--- src/rtl/lcdblk_pkg.sv ---
package lcdblk_pkg;

   typedef enum logic [1:0] {
      BLK_NONE   = 2'd0,
      BLK_PIXEL  = 2'd1,
      BLK_COLUMN = 2'd2,
      BLK_ALL    = 2'd3
   } blk_scope_e;

endpackage

--- src/rtl/lcdblk_timer.sv ---
module lcdblk_timer
   import lcdblk_pkg::*;
#(
   parameter int SEL_W     = 3,
   parameter int BASE_LOG2 = 3,
   parameter int CNT_W     = 9
) (
   input  logic             clk,
   input  logic             rst_n,
   input  logic             tick,
   input  logic [1:0]       scope,
   input  logic [SEL_W-1:0] rate_sel,
   output logic             phase_off_o,
   output logic             blank_o
);

   localparam int HALF_LOG2_MIN = BASE_LOG2 - 1;
   localparam logic [CNT_W-1:0] ALL_ONES = '1;

   logic [1:0]       scope_q;
   logic [SEL_W-1:0] rate_q;
   logic             cfg_chg;
   logic [CNT_W-1:0] cnt_q;
   logic [CNT_W-1:0] term;
   logic             off_q;

   // last count value of one half period: 2^(HALF_LOG2_MIN+rate_sel) - 1
   always_comb begin
      term    = ALL_ONES >> (CNT_W - HALF_LOG2_MIN - int'(rate_sel));
      cfg_chg = (scope != scope_q) || (rate_sel != rate_q);
   end

   always_ff @(posedge clk or negedge rst_n) begin
      if (!rst_n) begin
         scope_q <= BLK_NONE;
         rate_q  <= '0;
         cnt_q   <= '0;
         off_q   <= 1'b0;
      end else begin
         scope_q <= scope;
         rate_q  <= rate_sel;
         if (cfg_chg) begin
            cnt_q <= '0;
            off_q <= 1'b0;
         end else if (tick) begin
            if (cnt_q == term) begin
               cnt_q <= '0;
               off_q <= ~off_q;
            end else begin
               cnt_q <= cnt_q + 1'b1;
            end
         end
      end
   end

   assign phase_off_o = off_q;
   // a config change forces the lit half in the same cycle
   assign blank_o     = off_q & ~cfg_chg;

endmodule

--- src/rtl/lcdblk_mask.sv ---
module lcdblk_mask
   import lcdblk_pkg::*;
#(
   parameter int SEG_W = 32,
   parameter int COM_W = 3
) (
   input  logic [1:0]       scope,
   input  logic [COM_W-1:0] com_idx,
   input  logic             blank,
   input  logic [SEG_W-1:0] seg_in,
   output logic [SEG_W-1:0] seg_out
);

   logic first_com;
   assign first_com = (com_idx == '0);

   for (genvar i = 0; i < SEG_W; i++) begin : g_seg
      logic hit;
      if (i == 0) begin : g_lead
         always_comb begin
            unique case (scope)
               BLK_PIXEL:  hit = first_com;
               BLK_COLUMN: hit = 1'b1;
               BLK_ALL:    hit = 1'b1;
               default:    hit = 1'b0;
            endcase
         end
      end else begin : g_rest
         assign hit = (scope == BLK_ALL);
      end
      assign seg_out[i] = seg_in[i] & ~(blank & hit);
   end

endmodule

--- src/rtl/lcdblk_ctrl.sv ---
module lcdblk_ctrl
   import lcdblk_pkg::*;
#(
   parameter int SEG_W     = 32,
   parameter int COM_W     = 3,
   parameter int SEL_W     = 3,
   parameter int BASE_LOG2 = 3
) (
   input  logic             clk,
   input  logic             rst_n,
   input  logic             tick,
   input  logic [1:0]       scope,
   input  logic [SEL_W-1:0] rate_sel,
   input  logic [COM_W-1:0] com_idx,
   input  logic [SEG_W-1:0] seg_in,
   output logic [SEG_W-1:0] seg_out
);

   localparam int CNT_W = BASE_LOG2 - 1 + (1 << SEL_W) - 1;

   if (SEG_W < 2) begin : g_bad_seg
      $error("lcdblk_ctrl: SEG_W must be at least 2");
   end
   if (BASE_LOG2 < 2) begin : g_bad_base
      $error("lcdblk_ctrl: BASE_LOG2 must be at least 2");
   end
   if (SEL_W < 1 || CNT_W > 30) begin : g_bad_sel
      $error("lcdblk_ctrl: SEL_W out of range");
   end

   logic phase_off;
   logic blank;

   lcdblk_timer #(
      .SEL_W     (SEL_W),
      .BASE_LOG2 (BASE_LOG2),
      .CNT_W     (CNT_W)
   ) u_timer (
      .clk         (clk),
      .rst_n       (rst_n),
      .tick        (tick),
      .scope       (scope),
      .rate_sel    (rate_sel),
      .phase_off_o (phase_off),
      .blank_o     (blank)
   );

   lcdblk_mask #(
      .SEG_W (SEG_W),
      .COM_W (COM_W)
   ) u_mask (
      .scope   (scope),
      .com_idx (com_idx),
      .blank   (blank),
      .seg_in  (seg_in),
      .seg_out (seg_out)
   );

endmodule

--- config.mk ---
export PLATFORM = sky130hd
export DESIGN_NAME = lcdblk_ctrl
export DESIGN_NICKNAME = d
export VERILOG_FILES = /design/src/rtl/lcdblk_pkg.sv /design/src/rtl/lcdblk_timer.sv /design/src/rtl/lcdblk_mask.sv /design/src/rtl/lcdblk_ctrl.sv
export SDC_FILE = /design/constraint.sdc
export NUM_CORES = 1
export LEC_CHECK = 0
export BUFFER_PORTS_ARGS = -buffer_cell sky130_fd_sc_hd__buf_2
export CAP_MARGIN = 20
export CORE_ASPECT_RATIO = 0.8
export CORE_MARGIN = 4
export CORE_UTILIZATION = 39
export CTS_CLUSTER_DIAMETER = 60
export DETAILED_ROUTE_END_ITERATION = 8
export GPL_TIMING_DRIVEN = 1
export PLACE_DENSITY_LB_ADDON = 0.25
export SLEW_MARGIN = 20
export SYNTH_ARGS = -nofsm -noshare
export SYNTH_HDL_FRONTEND = slang
export SYNTH_HIERARCHICAL = 1
export SYNTH_SLANG_ARGS = --single-unit
--- constraint.sdc ---
create_clock -name clk -period 1.8 [get_ports clk]
set_input_delay 0.09 -clock clk [delete_from_list [all_inputs] [get_ports clk]]
set_output_delay 0.09 -clock clk [all_outputs]
set_load 0.02 [all_outputs]
### Word-level counts from Yosys, hierarchy flattened

Cells that the tools add are included.

| word-level totals | value |
|---|---|
| output and inout port bits | 32 |
| logic and storage cells | 65 |
| register bits | 15 |
| input bits | 43 |

| cells by class | value |
|---|---|
| add/sub/neg operators | 2 |
| equality and inequality tests | 6 |
| muxes and demuxes | 7 |
| shift operators | 1 |
| bitwise operators | 39 |
| reduce and logical (&&, ||, !) cells | 6 |

Operators by type and width:

| kind | number |
|---|---|
| bitwise AND 1 bit | 35 |
| right shift 9 x 32 -> 9 bit, first input constant | 1 |
| two-way mux 9 bit | 3 |
| adder 9 x 1 -> 9 bit, second input constant | 1 |
| equality test 9 bit | 1 |
| equality test 2 bit, second input constant | 2 |
| inverter 1 bit | 4 |
| nonzero test 2 bit | 2 |
| subtractor 3 x 3 -> 4 bit, first input constant | 1 |
| zero test 3 bit | 1 |
| two-way mux 1 bit | 3 |
| != test 3 bit | 1 |
| equality test 2 x 1 -> 1 bit, second input constant | 1 |
| != test 2 bit | 1 |
| one-hot mux 1 bit (2 select lines) | 1 |
| AND reduction 2 bit | 1 |
| OR reduction 2 bit | 1 |
| logical OR 1 bit | 1 |

### Depth between registers and ports, before layout

Gate-level depths: netlist (run 1).

| depth | value |
|---|---|
| word-level depth | 7 |
| gate-level depth with buffers | 8 |
| depth with buffers taken out | 6 |

### Modules after synthesis

The synthesis (run 1) kept the hierarchy.

By module, submodules not included:

| module | cells each | area each (um^2) | seq. area each (um^2) | instances |
|---|---|---|---|---|
| lcdblk_timer | 101 | 972.2 | 375.4 | 1 |
| lcdblk_mask | 39 | 316.6 | 0.0 | 1 |

### Worst setup path after synthesis (run 1)

No wires, ideal clock.

| timing | value |
|---|---|
| kind | flip-flop to flip-flop |
| start | register u_timer.cnt_q[7] |
| end | register u_timer.off_q (netlist: u_timer/phase_off_o) |
| arrival time | 1610 ps |
| buffers on the path | 0 |
| setup time | 125 ps |
| stages on the path, launching flop included | 6 |
| data required time | 1675 ps |
| slack | 65 ps |
| path through | dfrtp_1 or4_4 o211ai_2 nand2_2 nor4_4 mux2_4 |

| between the ends | value |
|---|---|
| word-level cells in the longest chain between the ends | 3 |

RTL lines:

| element | line | RTL |
|---|---|---|
| from (decl) | lcdblk_timer.sv:23 | `logic [CNT_W-1:0] cnt_q;` |
| from (signal assigned) | lcdblk_timer.sv:50 | `cnt_q <= cnt_q + 1'b1;` |
| equality test 9 bit | lcdblk_timer.sv:46 | `if (cnt_q == term) begin` |
| nonzero test 2 bit (no source line) | -- |  |
| AND reduction 2 bit (no source line) | -- |  |
| to (signal assigned) | lcdblk_timer.sv:48 | `off_q <= ~off_q;` |
| to (decl) | lcdblk_timer.sv:25 | `logic off_q;` |

No other way between the ends.
A chain may end at the register's enable or synchronous reset.

### Worst setup path after layout (run 1)

| timing | value |
|---|---|
| start | register u_timer.scope_q[0] |
| end | output port seg_out[20] |

| between the ends | value |
|---|---|
| word-level cells in the longest chain between the ends | 7 |

RTL lines:

| element | line | RTL |
|---|---|---|
| from (decl) | lcdblk_timer.sv:20 | `logic [1:0] scope_q;` |
| from (signal assigned) | lcdblk_timer.sv:40 | `scope_q <= scope;` |
| != test 2 bit | lcdblk_timer.sv:30 | `cfg_chg = (scope != scope_q) \|\| (rate_sel != rate_q);` |
| logical OR 1 bit | lcdblk_timer.sv:30 |  |
| inverter 1 bit | lcdblk_timer.sv:58 | `assign blank_o = off_q & ~cfg_chg;` |
| bitwise AND 1 bit | lcdblk_timer.sv:58 |  |
| named net blank | lcdblk_ctrl.sv:32 | `logic blank;` |
| bitwise AND 1 bit | lcdblk_mask.sv:31 | `assign seg_out[i] = seg_in[i] & ~(blank & hit);` |
| inverter 1 bit | lcdblk_mask.sv:31 |  |
| bitwise AND 1 bit | lcdblk_mask.sv:31 |  |
| to (decl) | lcdblk_ctrl.sv:16 | `output logic [SEG_W-1:0] seg_out` |

The timed path passes the listed nets, and every way through them passes these cells.

==> impl_metrics.csv, run 1 <==
group,metric,value,unit
routing,remaining_drc_errors,0,
routing,avgRoutedWirePerCell,13.89,um
routing,first_pass_iters,4,
sta,timing.slew.headroom,0.7021,
sta,setup_viol_count_final,30,
synth,yosys.area.top_type_share,0.2913,
layout,antenna_cells,0,
pwr,p_total,0.9201,mW
job,maxCapViolCount,0,
layout,drive_gt1_frac,0.5586,
floorplanning,num_rows,18,
synth,async_reset_ff_frac,1.000,
placement,place.gp.congestion,0.7095,
sta,drv_slew,0,
synth,ys_ff_latch,15,
clock_network,clockBufferDepth,2,
worst_setup_path,path_delay_family,"simple AND/OR/NAND/NOR gates",
pwr,p_leak,0.9174,nW
synth,synthTopCellsByArea,"dfrtp_1 29%, and2_4 14%, and2_1 5.3%",
layout,final_nets,267,
placement,pre_cts_ws,0.07531,ns
synth,ys.flop_type,"dfrtp_1",
floorplanning,dieArea,4294,um^2
sta,skew,0.005702,ns
synth,avgSynthCellArea,9.205,um^2
routing,vias,1236,
hold_path,hold_class,"in -> reg",
worst_setup_path,path_buf_inv,2,
worst_setup_path,worstSetupPathDepth,8,
clock_network,clock_latency,0.25,ns
clock_network,tritoncts,"built",
global_routing,grt_usage,0.1563,
synth,ys_seq_area_frac,0.2913,
floorplanning,coreArea,3131,um^2
routing,drt-initial-drc-count,23,
worst_setup_path,critical_path.max_fanout,30,
layout,post-route-util,0.6259,
worst_setup_path,start_kind,"register",
floorplanning,fp.dieW,72.27,um
clock_network,cts.clk_slew.worst_paths,0.06,ns
sta,worst_slack,-0.08934,ns
worst_setup_path,slowest_stage,"dfrtp_1",
global_routing,grt_max_degree,31,
routing,wl,3.640,mm
synth,synth_area,1289,um^2
routing,via_per_inst,4.718,
run_status,status,"finished with violations",
worst_setup_path,cp.arrival,1.80,ns
sta,fmax,529.3,MHz
placement,hpwl,2.694,mm
sta,hold_violations,0,
synth,synthesis.nets,184,
worst_setup_path,endpoint_kind,"output pin",
layout,nFillCells,281,
synth,syn_inst,140,
synth,synth.distinct_cells,45,
sta,worst_slew_pin_slew,0.4441,ns
floorplanning,die_h,59.42,um
worst_setup_path,cp_cell_sequence,"xnor2_1 > nand3_1 > nor3_2 > and2_4 > nand3_4 > buf_12 > and2_1 > buf_2",
layout,syn2layout_area_growth,52.04,%
synth,yosys.area.top_type,"dfrtp_1",
global_routing,grt_pass1_vias,1106,
synth,ys_warn_count,6,
worst_setup_path,required,1.71,ns
clock_network,root_buffer,"clkbuf_8",
global_routing,grt_first_pass_wirelength,5.099,mm
sta,fin_crit,1.889,ns
floorplanning,start_util,0.4117,
sta,holdWs,0.03137,ns
floorplanning,ios,75,
worst_setup_path,slowest_delay,0.37,ns
clock_network,numCtsBuffers,3,
synth,synth.most_common_cell,"and2_4",
worst_setup_path,criticalPathCategory,"reg -> out",
sta,rsz0062_at_grt,"yes",
clock_network,htreeDepth,1,
sta,fin_setup_tns,-1.601,ns
routing,ant_nets,0,
placement,io_buffers,74,
worst_setup_path,r2r_cells,4,
hold_path,holdPathStages,1,
sta,period_share,1.050,
run_status,violations,"setup timing",
synth,synth_common_cells,"21 x and2_4, 15 x dfrtp_1, 11 x and2_1",
global_routing,antenna_found_initial,0,
pwr,irDropWorstVdd,0.5923,mV
global_routing,gr-total-overflow,0,
synth,synth_edf_count,0,
clock_network,cts.sinks,15,
pwr,p_per_area,469.6,nW/um^2
## where the power goes
part | total (mW) | switching, mW | internal, mW
Combinational | 0.297 | 0.143 | 0.154
Sequential | 0.347 | 0.00302 | 0.344
Clock | 0.276 | 0.120 | 0.157
## worst reg2reg max path: cells and delay by family (launching register included)
family	cells	cell delay, ns
AOI/OAI and AO/OA	2	0.63
DFF	1	0.45
muxes	1	0.32
and+or+nand+nor	1	0.30
## metrics by stage
step | cells | area, um^2
floorplan | 140 | 1289
global placement | 255 | 1725
detailed placement | 255 | 1725
CTS | 261 | 1917
global route | 262 | 1959
finish | 262 | 1959
## cell usage in the layout, fill, tap and decap left out, types with 7 or more instances in the layout
cell     netlist  layout
buf_2          3      51
buf_6          4      23
and2_4        21      22
dfrtp_1       15      15
buf_4          0      10
and2_1        11      10
nand2_1        8       8
nand3_1        7       7
## cell type report
cell class                      instances  area [um^2]  area share
Clock buffer                            4        45.04     0.02299
Timing Repair Buffer                   86        619.3      0.3161
Inverter                                3        11.26    0.005747
Tap cell                               40        50.05     0.02554
Sequential cell                        15        375.4      0.1916
Multi-Input combinational cell        114        858.3      0.4381
## kinds of logic (layout without fill, tap and decap cells)
group	count (synthesis)	count (layout)	share of synthesized area
compound gates	17	17	0.1000
mux	1	1	0.01165
flops	15	15	0.2913
buf+inv	11	93	0.05824
simple gates	85	85	0.4612
xor+xnor	10	10	0.06796
fa+ha+maj	1	1	0.009707
## worst paths after layout
path	slack, ns	endpoint	from
hold / removal	0.03	u_timer/rate_q[0]	rate_sel[0]
min in group asynchronous	0.28	u_timer/scope_q[1]	rst_n
max in group asynchronous	1.27	u_timer/rate_q[0]	rst_n
setup / recovery	-0.09	seg_out[20]	u_timer/scope_q[0]
hold reg to reg	0.60	u_timer/cnt_q[1]	u_timer/cnt_q[1]
setup reg to reg	0.01	u_timer/phase_off_o	u_timer/cnt_q[6]
## state kept, by name, indices dropped and copies added (netlist names)
signal / cells
u_timer/cnt_q: 9
u_timer/phase_off_o: 1
u_timer/rate_q: 3
u_timer/scope_q: 2
## routing by layer
metal | share of wire | wire [um] | track usage | vias up
met2 | 0.53 | 1927 | 0.2776 | 43
li1 | - | - | - | 642
met3 | 0.057 | 208 | 0.04068 | 4
met4 | 0.0074 | 27 | 0.04021 | 0
met1 | 0.41 | 1477 | 0.1878 | 547
met5 | 0 | 0 | 0 | -
## what timing repair did
action | CTS | global route
setup endpoints to repair | 31 | 37
setup buffers | 1 | 1
hold buffers | 1 | 0
resized for setup | 40 | 9
pin swaps | 2 | 1
endpoints found under the hold margin | 15 | 0
No activity file was read; power rests on OpenSTA's default activity.
==> inputs of run 2 (changes only) <==
--- a/config.mk
+++ b/config.mk
@@ -12,7 +12,7 @@
 export CORE_UTILIZATION = 39
 export CTS_CLUSTER_DIAMETER = 60
 export DETAILED_ROUTE_END_ITERATION = 8
-export GPL_TIMING_DRIVEN = 1
+export GPL_TIMING_DRIVEN = 0
 export PLACE_DENSITY_LB_ADDON = 0.25
 export SLEW_MARGIN = 20
 export SYNTH_ARGS = -nofsm -noshare
==> run 2 against run 1 <==
  * The run still ends with setup timing left
  * Setup slack lost 0.0087 ns
  * Final cell count up 3.4%
  * Sequential cell count stayed put
  * Clock skew is 0.0026 ns lower
  * Critical endpoint is now seg_out[13]
  * Die area is the same
  * Critical path type unchanged
  * Largest power group unchanged
  * First-iteration DRC count increased by 13%
  * Combinational power rose by 12%
  * Highest routed layer unchanged
==> impl_metrics.csv, run 2 (same netlist as run 1, synthesis figures left out) <==
group,metric,value,unit
clock_network,root_buffer,"clkbuf_8",
layout,top_register,"u_timer/cnt_q",
layout,final_nets,276,
pwr,p_per_area,450.4,nW/um^2
sta,period_share,1.054,
worst_setup_path,start_kind,"register",
clock_network,numCtsBuffers,3,
worst_setup_path,cp.arrival,1.81,ns
clock_network,tritoncts,"built",
placement,hpwl,2.756,mm
routing,met2_length,2.163,mm
layout,syn2layout_area_growth,65.24,%
global_routing,grt_pass1_vias,1168,
routing,wl,4.029,mm
layout,layout.cells.non_filler,271,
layout,reg_top3,"u_timer/cnt_q x9, u_timer/rate_q x3, u_timer/scope_q x2",
routing,highest_layer,"met4",
placement,placed_area,1704,um^2
pwr,p_leak,0.9927,nW
run_status,status,"finished with violations",
pwr,irDropWorstVdd,0.4314,mV
sta,timing.slew.headroom,0.7672,
placement,dp.cells,253,
routing,via_per_inst,4.956,
worst_setup_path,slowest_delay,0.39,ns
hold_path,hold_end,"u_timer/scope_q[1]",
floorplanning,coreArea,3131,um^2
worst_setup_path,r2r_cells,4,
layout,antenna_cells,0,
floorplanning,num_rows,18,
floorplanning,fp.dieW,72.27,um
clock_network,clockBufferDepth,2,
worst_setup_path,crit_top_cell,"and2_4",
sta,worst_slew_pin_slew,0.3480,ns
worst_setup_path,path_delay_family,"simple AND/OR/NAND/NOR gates",
sta,fin_crit,1.898,ns
routing,met1_length,1.620,mm
global_routing,grt_first_pass_wirelength,5.796,mm
routing,wl_met3,198,um
worst_setup_path,critical_path.max_fanout,10,
routing,first_pass_iters,4,
run_status,violations,"setup timing",
layout,final_cell_mix,"50 x buf_2, 28 x buf_6, 27 x and2_4",
sta,hold_violations,0,
sta,skew,0.003143,ns
worst_setup_path,path_buf_inv,2,
routing,avgRoutedWirePerCell,14.87,um
worst_setup_path,required,1.71,ns
sta,worst_slack,-0.09804,ns
layout,stdcell_area,2130,um^2
placement,place.gp.congestion,0.7164,
hold_path,holdPathStages,1,
clock_network,cts.clk_slew.worst_paths,0.06,ns
clock_network,clock_latency,0.25,ns
routing,ant_nets,0,
worst_setup_path,criticalPathCategory,"reg -> out",
sta,fmax,526.9,MHz
layout,drive_gt1_frac,0.6364,
routing,vias,1343,
worst_setup_path,r2r_start,"u_timer/cnt_q[2]",
worst_setup_path,r2r_slack,0.04,ns
layout,largest_register_ffs,9,
hold_path,hold_start,"scope[1]",
layout,layout_commonest_cell,"buf_2",
clock_network,htreeDepth,1,
sta,setup_viol_count_final,31,
placement,io_buffers,73,
worst_setup_path,endpoint_kind,"output pin",
global_routing,gr-total-overflow,0,
routing,remaining_drc_errors,0,
floorplanning,ios,75,
floorplanning,start_util,0.4117,
hold_path,hold_class,"in -> reg",
global_routing,grt_max_degree,16,
global_routing,grt_usage,0.1761,
global_routing,antenna_found_initial,0,
routing,drt-initial-drc-count,26,
worst_setup_path,worstSetupPathDepth,8,
job,maxCapViolCount,0,
sta,drv_slew,0,
worst_setup_path,slowest_stage,"dfrtp_1",
worst_setup_path,r2r_end,"u_timer/phase_off_o",
sta,rsz0062_at_grt,"yes",
floorplanning,dieArea,4294,um^2
clock_network,cts.sinks,15,
placement,pre_cts_ws,-0.2270,ns
floorplanning,die_h,59.42,um
worst_setup_path,cp_cell_sequence,"xnor2_2 > nand3_2 > nor3_4 > and2_4 > nand3_4 > buf_6 > and2_4 > buf_2",
-- run 2: worst reg2reg max path, cell delays in order (launching register included) --
cell and delay (ns):
dfrtp_2 0.47, nor4_2 0.40, a31oi_4 0.09, nor4_4 0.36, mux2_4 0.33
-- run 2: cell type report --
class | count | area, um^2
Fill cell | 239 | 1001
Buffer | 8 | 63.81
Multi-Input combinational cell | 114 | 947.2
Inverter | 3 | 11.26
Timing Repair Buffer | 87 | 633.1
Clock buffer | 4 | 45.04
Tap cell | 40 | 50.05
Sequential cell | 15 | 379.1
-- run 2: worst max-delay path by stage --
stage | slack [ns] | start | to
2_1_floorplan | 0.06 | u_timer/cnt_q[7] | u_timer/phase_off_o
3_3_place_gp | -0.22 | rate_sel[2] | seg_out[10]
3_5_place_dp | -0.23 | rate_sel[2] | seg_out[9]
4_1_cts | -0.09 | u_timer/scope_q[0] | seg_out[18]
5_1_grt | -0.22 | u_timer/scope_q[0] | seg_out[13]
6_report | -0.1 | u_timer/scope_q[0] | seg_out[13]
-- run 2: per-layer routing --
metal	up-vias	GRT usage
met5	-	0
met2	40	0.3061
met3	6	0.03729
met4	0	0.04021
li1	658	-
met1	639	0.2242
-- run 2: stage by stage --
step	utilization	total power, mW	setup TNS [ns]	hold WS [ns]
after floorplan	-	0.5049	0	-0.2056
final	0.6803	0.9592	-1.989	0.03882
after global placement	0.5444	0.6022	-6.371	0.01679
after CTS	0.6307	0.9291	-2.263	0.01975
after global routing	0.6803	1.004	-5.772	0.02964
after detailed placement	0.5444	0.6055	-6.665	0.01958
-- run 2: power by group --
part,internal (mW),switching [mW]
Combinational,0.178,0.155
Sequential,0.344,0.00521
Clock,0.157,0.120
Total,0.679,0.280
-- run 2: repair_timing --
item / 4_1_cts / 5_1_grt
pin swaps: 7 / 4
endpoints found under the hold margin: 17 / 0
resized for setup: 44 / 30
hold buffers: 3 / 0
buffers inserted: 7 / 4
endpoints found under the setup margin: 33 / 39
==> inputs of run 3 (changes only) <==
--- a/config.mk
+++ b/config.mk
@@ -5,11 +5,12 @@
 export SDC_FILE = /design/constraint.sdc
 export NUM_CORES = 1
 export LEC_CHECK = 0
+export ABC_AREA = 1
 export BUFFER_PORTS_ARGS = -buffer_cell sky130_fd_sc_hd__buf_2
 export CAP_MARGIN = 20
 export CORE_ASPECT_RATIO = 0.8
 export CORE_MARGIN = 4
-export CORE_UTILIZATION = 39
+export CORE_UTILIZATION = 41
 export CTS_CLUSTER_DIAMETER = 60
 export DETAILED_ROUTE_END_ITERATION = 8
 export GPL_TIMING_DRIVEN = 0
==> run 3 against run 2 <==
  * The run still ends with setup timing left
  * Core utilization increased by 3.3 points
  * Combinational power rose by 2%
  * Final cell count is 30% higher
  * Non-clock buffer count shrank 1
  * Routed wire length grew 14%
  * Sequential power is essentially flat
  * Global-route usage fell by 0.75 points
  * Highest routed layer unchanged
  * Clock-buffer cell count unchanged
  * Sequential share of layout area decreased by 1.3 points
==> impl_metrics.csv, run 3 <==
group,metric,value,unit
global_routing,grt_first_pass_wirelength,5.913,mm
routing,wl,4.595,mm
pwr,p_total,0.9660,mW
global_routing,grt_max_degree,16,
layout,final_nets,356,
layout,nFillCells,243,
job,maxCapViolCount,0,
synth,synthTopCellsByArea,"dfrtp_1 26%, nand2_1 20%, inv_1 14%",
worst_setup_path,endpoint_kind,"output pin",
placement,place.gp.congestion,0.8158,
clock_network,tritoncts,"built",
synth,avgSynthCellArea,6.443,um^2
sta,skew,0.004605,ns
placement,dp.cells,335,
layout,top_register,"u_timer/cnt_q",
sta,fin_setup_tns,-5.168,ns
sta,holdWs,0.01880,ns
clock_network,clock_latency,0.25,ns
layout,drive_gt1_frac,0.5659,
run_status,violations,"setup timing",
worst_setup_path,criticalPathCategory,"reg -> out",
synth,ys_seq_area_frac,0.2636,
synth,synth.distinct_cells,26,
worst_setup_path,critical_path.max_fanout,7,
sta,fin_crit,1.997,ns
synth,ys.flop_type,"dfrtp_1",
floorplanning,ios,75,
routing,drt-initial-drc-count,71,
layout,stdcell_area,2280,um^2
synth,synth_area,1424,um^2
pwr,p_leak,1.322,nW
sta,setup_viol_count_final,32,
sta,timing.slew.headroom,0.7610,
floorplanning,dieArea,4486,um^2
layout,syn2layout_area_growth,60.11,%
floorplanning,num_rows,18,
placement,io_buffers,74,
global_routing,gr-total-overflow,0,
synth,synthesis.nets,265,
clock_network,root_buffer,"clkbuf_8",
global_routing,grt_pass1_vias,1391,
layout,final_cell_mix,"54 x nand2_1, 44 x buf_2, 40 x buf_6",
worst_setup_path,cp.arrival,1.91,ns
hold_path,hold_class,"in -> reg",
routing,vias,1596,
synth,yosys.area.top_type_share,0.2636,
pwr,p_per_area,423.7,nW/um^2
sta,worst_slack,-0.1972,ns
sta,fmax,500.7,MHz
placement,placed_area,1844,um^2
clock_network,numCtsBuffers,3,
run_status,status,"finished with violations",
layout,layout.cells.non_filler,351,
global_routing,antenna_found_initial,0,
routing,first_pass_iters,4,
floorplanning,die_h,60.71,um
synth,ys_warn_count,6,
sta,period_share,1.110,
clock_network,htreeDepth,1,
synth,yosys.area.top_type,"dfrtp_1",
clock_network,cts.clk_slew.worst_paths,0.06,ns
layout,antenna_cells,0,
floorplanning,coreArea,3198,um^2
synth,synth_common_cells,"76 x nand2_1, 52 x inv_1, 15 x dfrtp_1",
sta,hold_violations,0,
global_routing,grt_usage,0.1685,
floorplanning,start_util,0.4452,
layout,reg_top3,"u_timer/cnt_q x9, u_timer/rate_q x3, u_timer/scope_q x2",
layout,layout_commonest_cell,"nand2_1",
routing,via_per_inst,4.547,
pwr,irDropWorstVdd,0.4150,mV
clock_network,cts.sinks,15,
placement,hpwl,2.915,mm
synth,synth.most_common_cell,"nand2_1",
routing,remaining_drc_errors,0,
synth,synth_edf_count,0,
routing,ant_nets,0,
hold_path,holdPathStages,1,
sta,worst_slew_pin_slew,0.3584,ns
clock_network,clockBufferDepth,2,
synth,async_reset_ff_frac,1.000,
floorplanning,fp.dieW,73.89,um
layout,largest_register_ffs,9,
sta,rsz0062_at_grt,"yes",
routing,avgRoutedWirePerCell,13.09,um
synth,syn_inst,221,
sta,drv_slew,0,
worst_setup_path,required,1.71,ns
worst_setup_path,r2r_cells,10,
worst_setup_path,start_kind,"register",
synth,ys_ff_latch,15,
## run 3: final timing paths
check,slack [ns],from,end
worst max-delay path,-0.20,u_timer/rate_q[2],seg_out[11]
worst min-delay path,0.02,rate_sel[0],u_timer/rate_q[0]
worst max register to register,0.20,u_timer/rate_q[2],u_timer/cnt_q[0]
worst min register to register,0.50,u_timer/phase_off_o,u_timer/phase_off_o
max in group asynchronous,1.26,rst_n,u_timer/scope_q[1]
min in group asynchronous,0.28,rst_n,u_timer/cnt_q[5]
## run 3: metal layers
metal | share of wire | vias to the layer above | GRT usage
met3 | 0.044 | 2 | 0.03477
met1 | 0.39 | 721 | 0.2330
met4 | 0.0052 | 0 | 0.04910
met2 | 0.56 | 43 | 0.2677
li1 | - | 830 | -
met5 | 0 | - | 0
## run 3: cells by family after synthesis
| kind of cell | count (synthesis) | synth area share |
|---|---|---|
| XOR/XNOR | 8 | 0.05975 |
| adder cells (fa/ha/maj) | 1 | 0.008786 |
| buffers and inverters | 63 | 0.1995 |
| flip-flops | 15 | 0.2636 |
| AND/OR/NAND/NOR | 131 | 0.4525 |
| AO/OA/AOI/OAI | 3 | 0.01582 |
## run 3: cell type report
cell class / instances / area, um^2 / share of cell area
repair buffers: 87 / 686.9 / 0.3013
plain buffers: 7 / 66.31 / 0.02909
inverters: 55 / 206.4 / 0.09056
multi-input cells: 143 / 849.6 / 0.3727
flip-flops and latches: 15 / 375.4 / 0.1647
well taps: 40 / 50.05 / 0.02195
clock buffers: 4 / 45.04 / 0.01976
## run 3: repair_timing
| item | 4_1_cts | 5_1_grt |
|---|---|---|
| hold buffers | 3 | 0 |
| setup buffers | 3 | 4 |
| pin swaps | 3 | 4 |
| resized for setup | 38 | 89 |
| endpoints found under the setup margin | 32 | 32 |
| gates cloned | 1 | 2 |
| endpoints found under the hold margin | 17 | 0 |
## run 3: report_power, final
group | switching [mW] | internal (mW)
registers | 0.00362 | 0.343
logic | 0.180 | 0.160
clock network | 0.122 | 0.157
total | 0.306 | 0.660
## run 3: critical path: stages, from the launching register on
cell and delay, ns:
dfrtp_1 0.39, xnor2_2 0.15, nand4_1 0.18, nor2_4 0.16, inv_2 0.06, nor2_4 0.14
nand3_4 0.15, buf_6 0.18, nand2_2 0.07, inv_2 0.04, buf_6 0.12
## run 3: per-stage QoR
| stage | util | setup WS (ns) |
|---|---|---|
| after floorplan | - | 0.2005 |
| after global placement | 0.5767 | -0.06524 |
| after detailed placement | 0.5767 | -0.07824 |
| after CTS | 0.6381 | -0.1536 |
| after global routing | 0.7128 | -0.2986 |
| final | 0.7128 | -0.1972 |
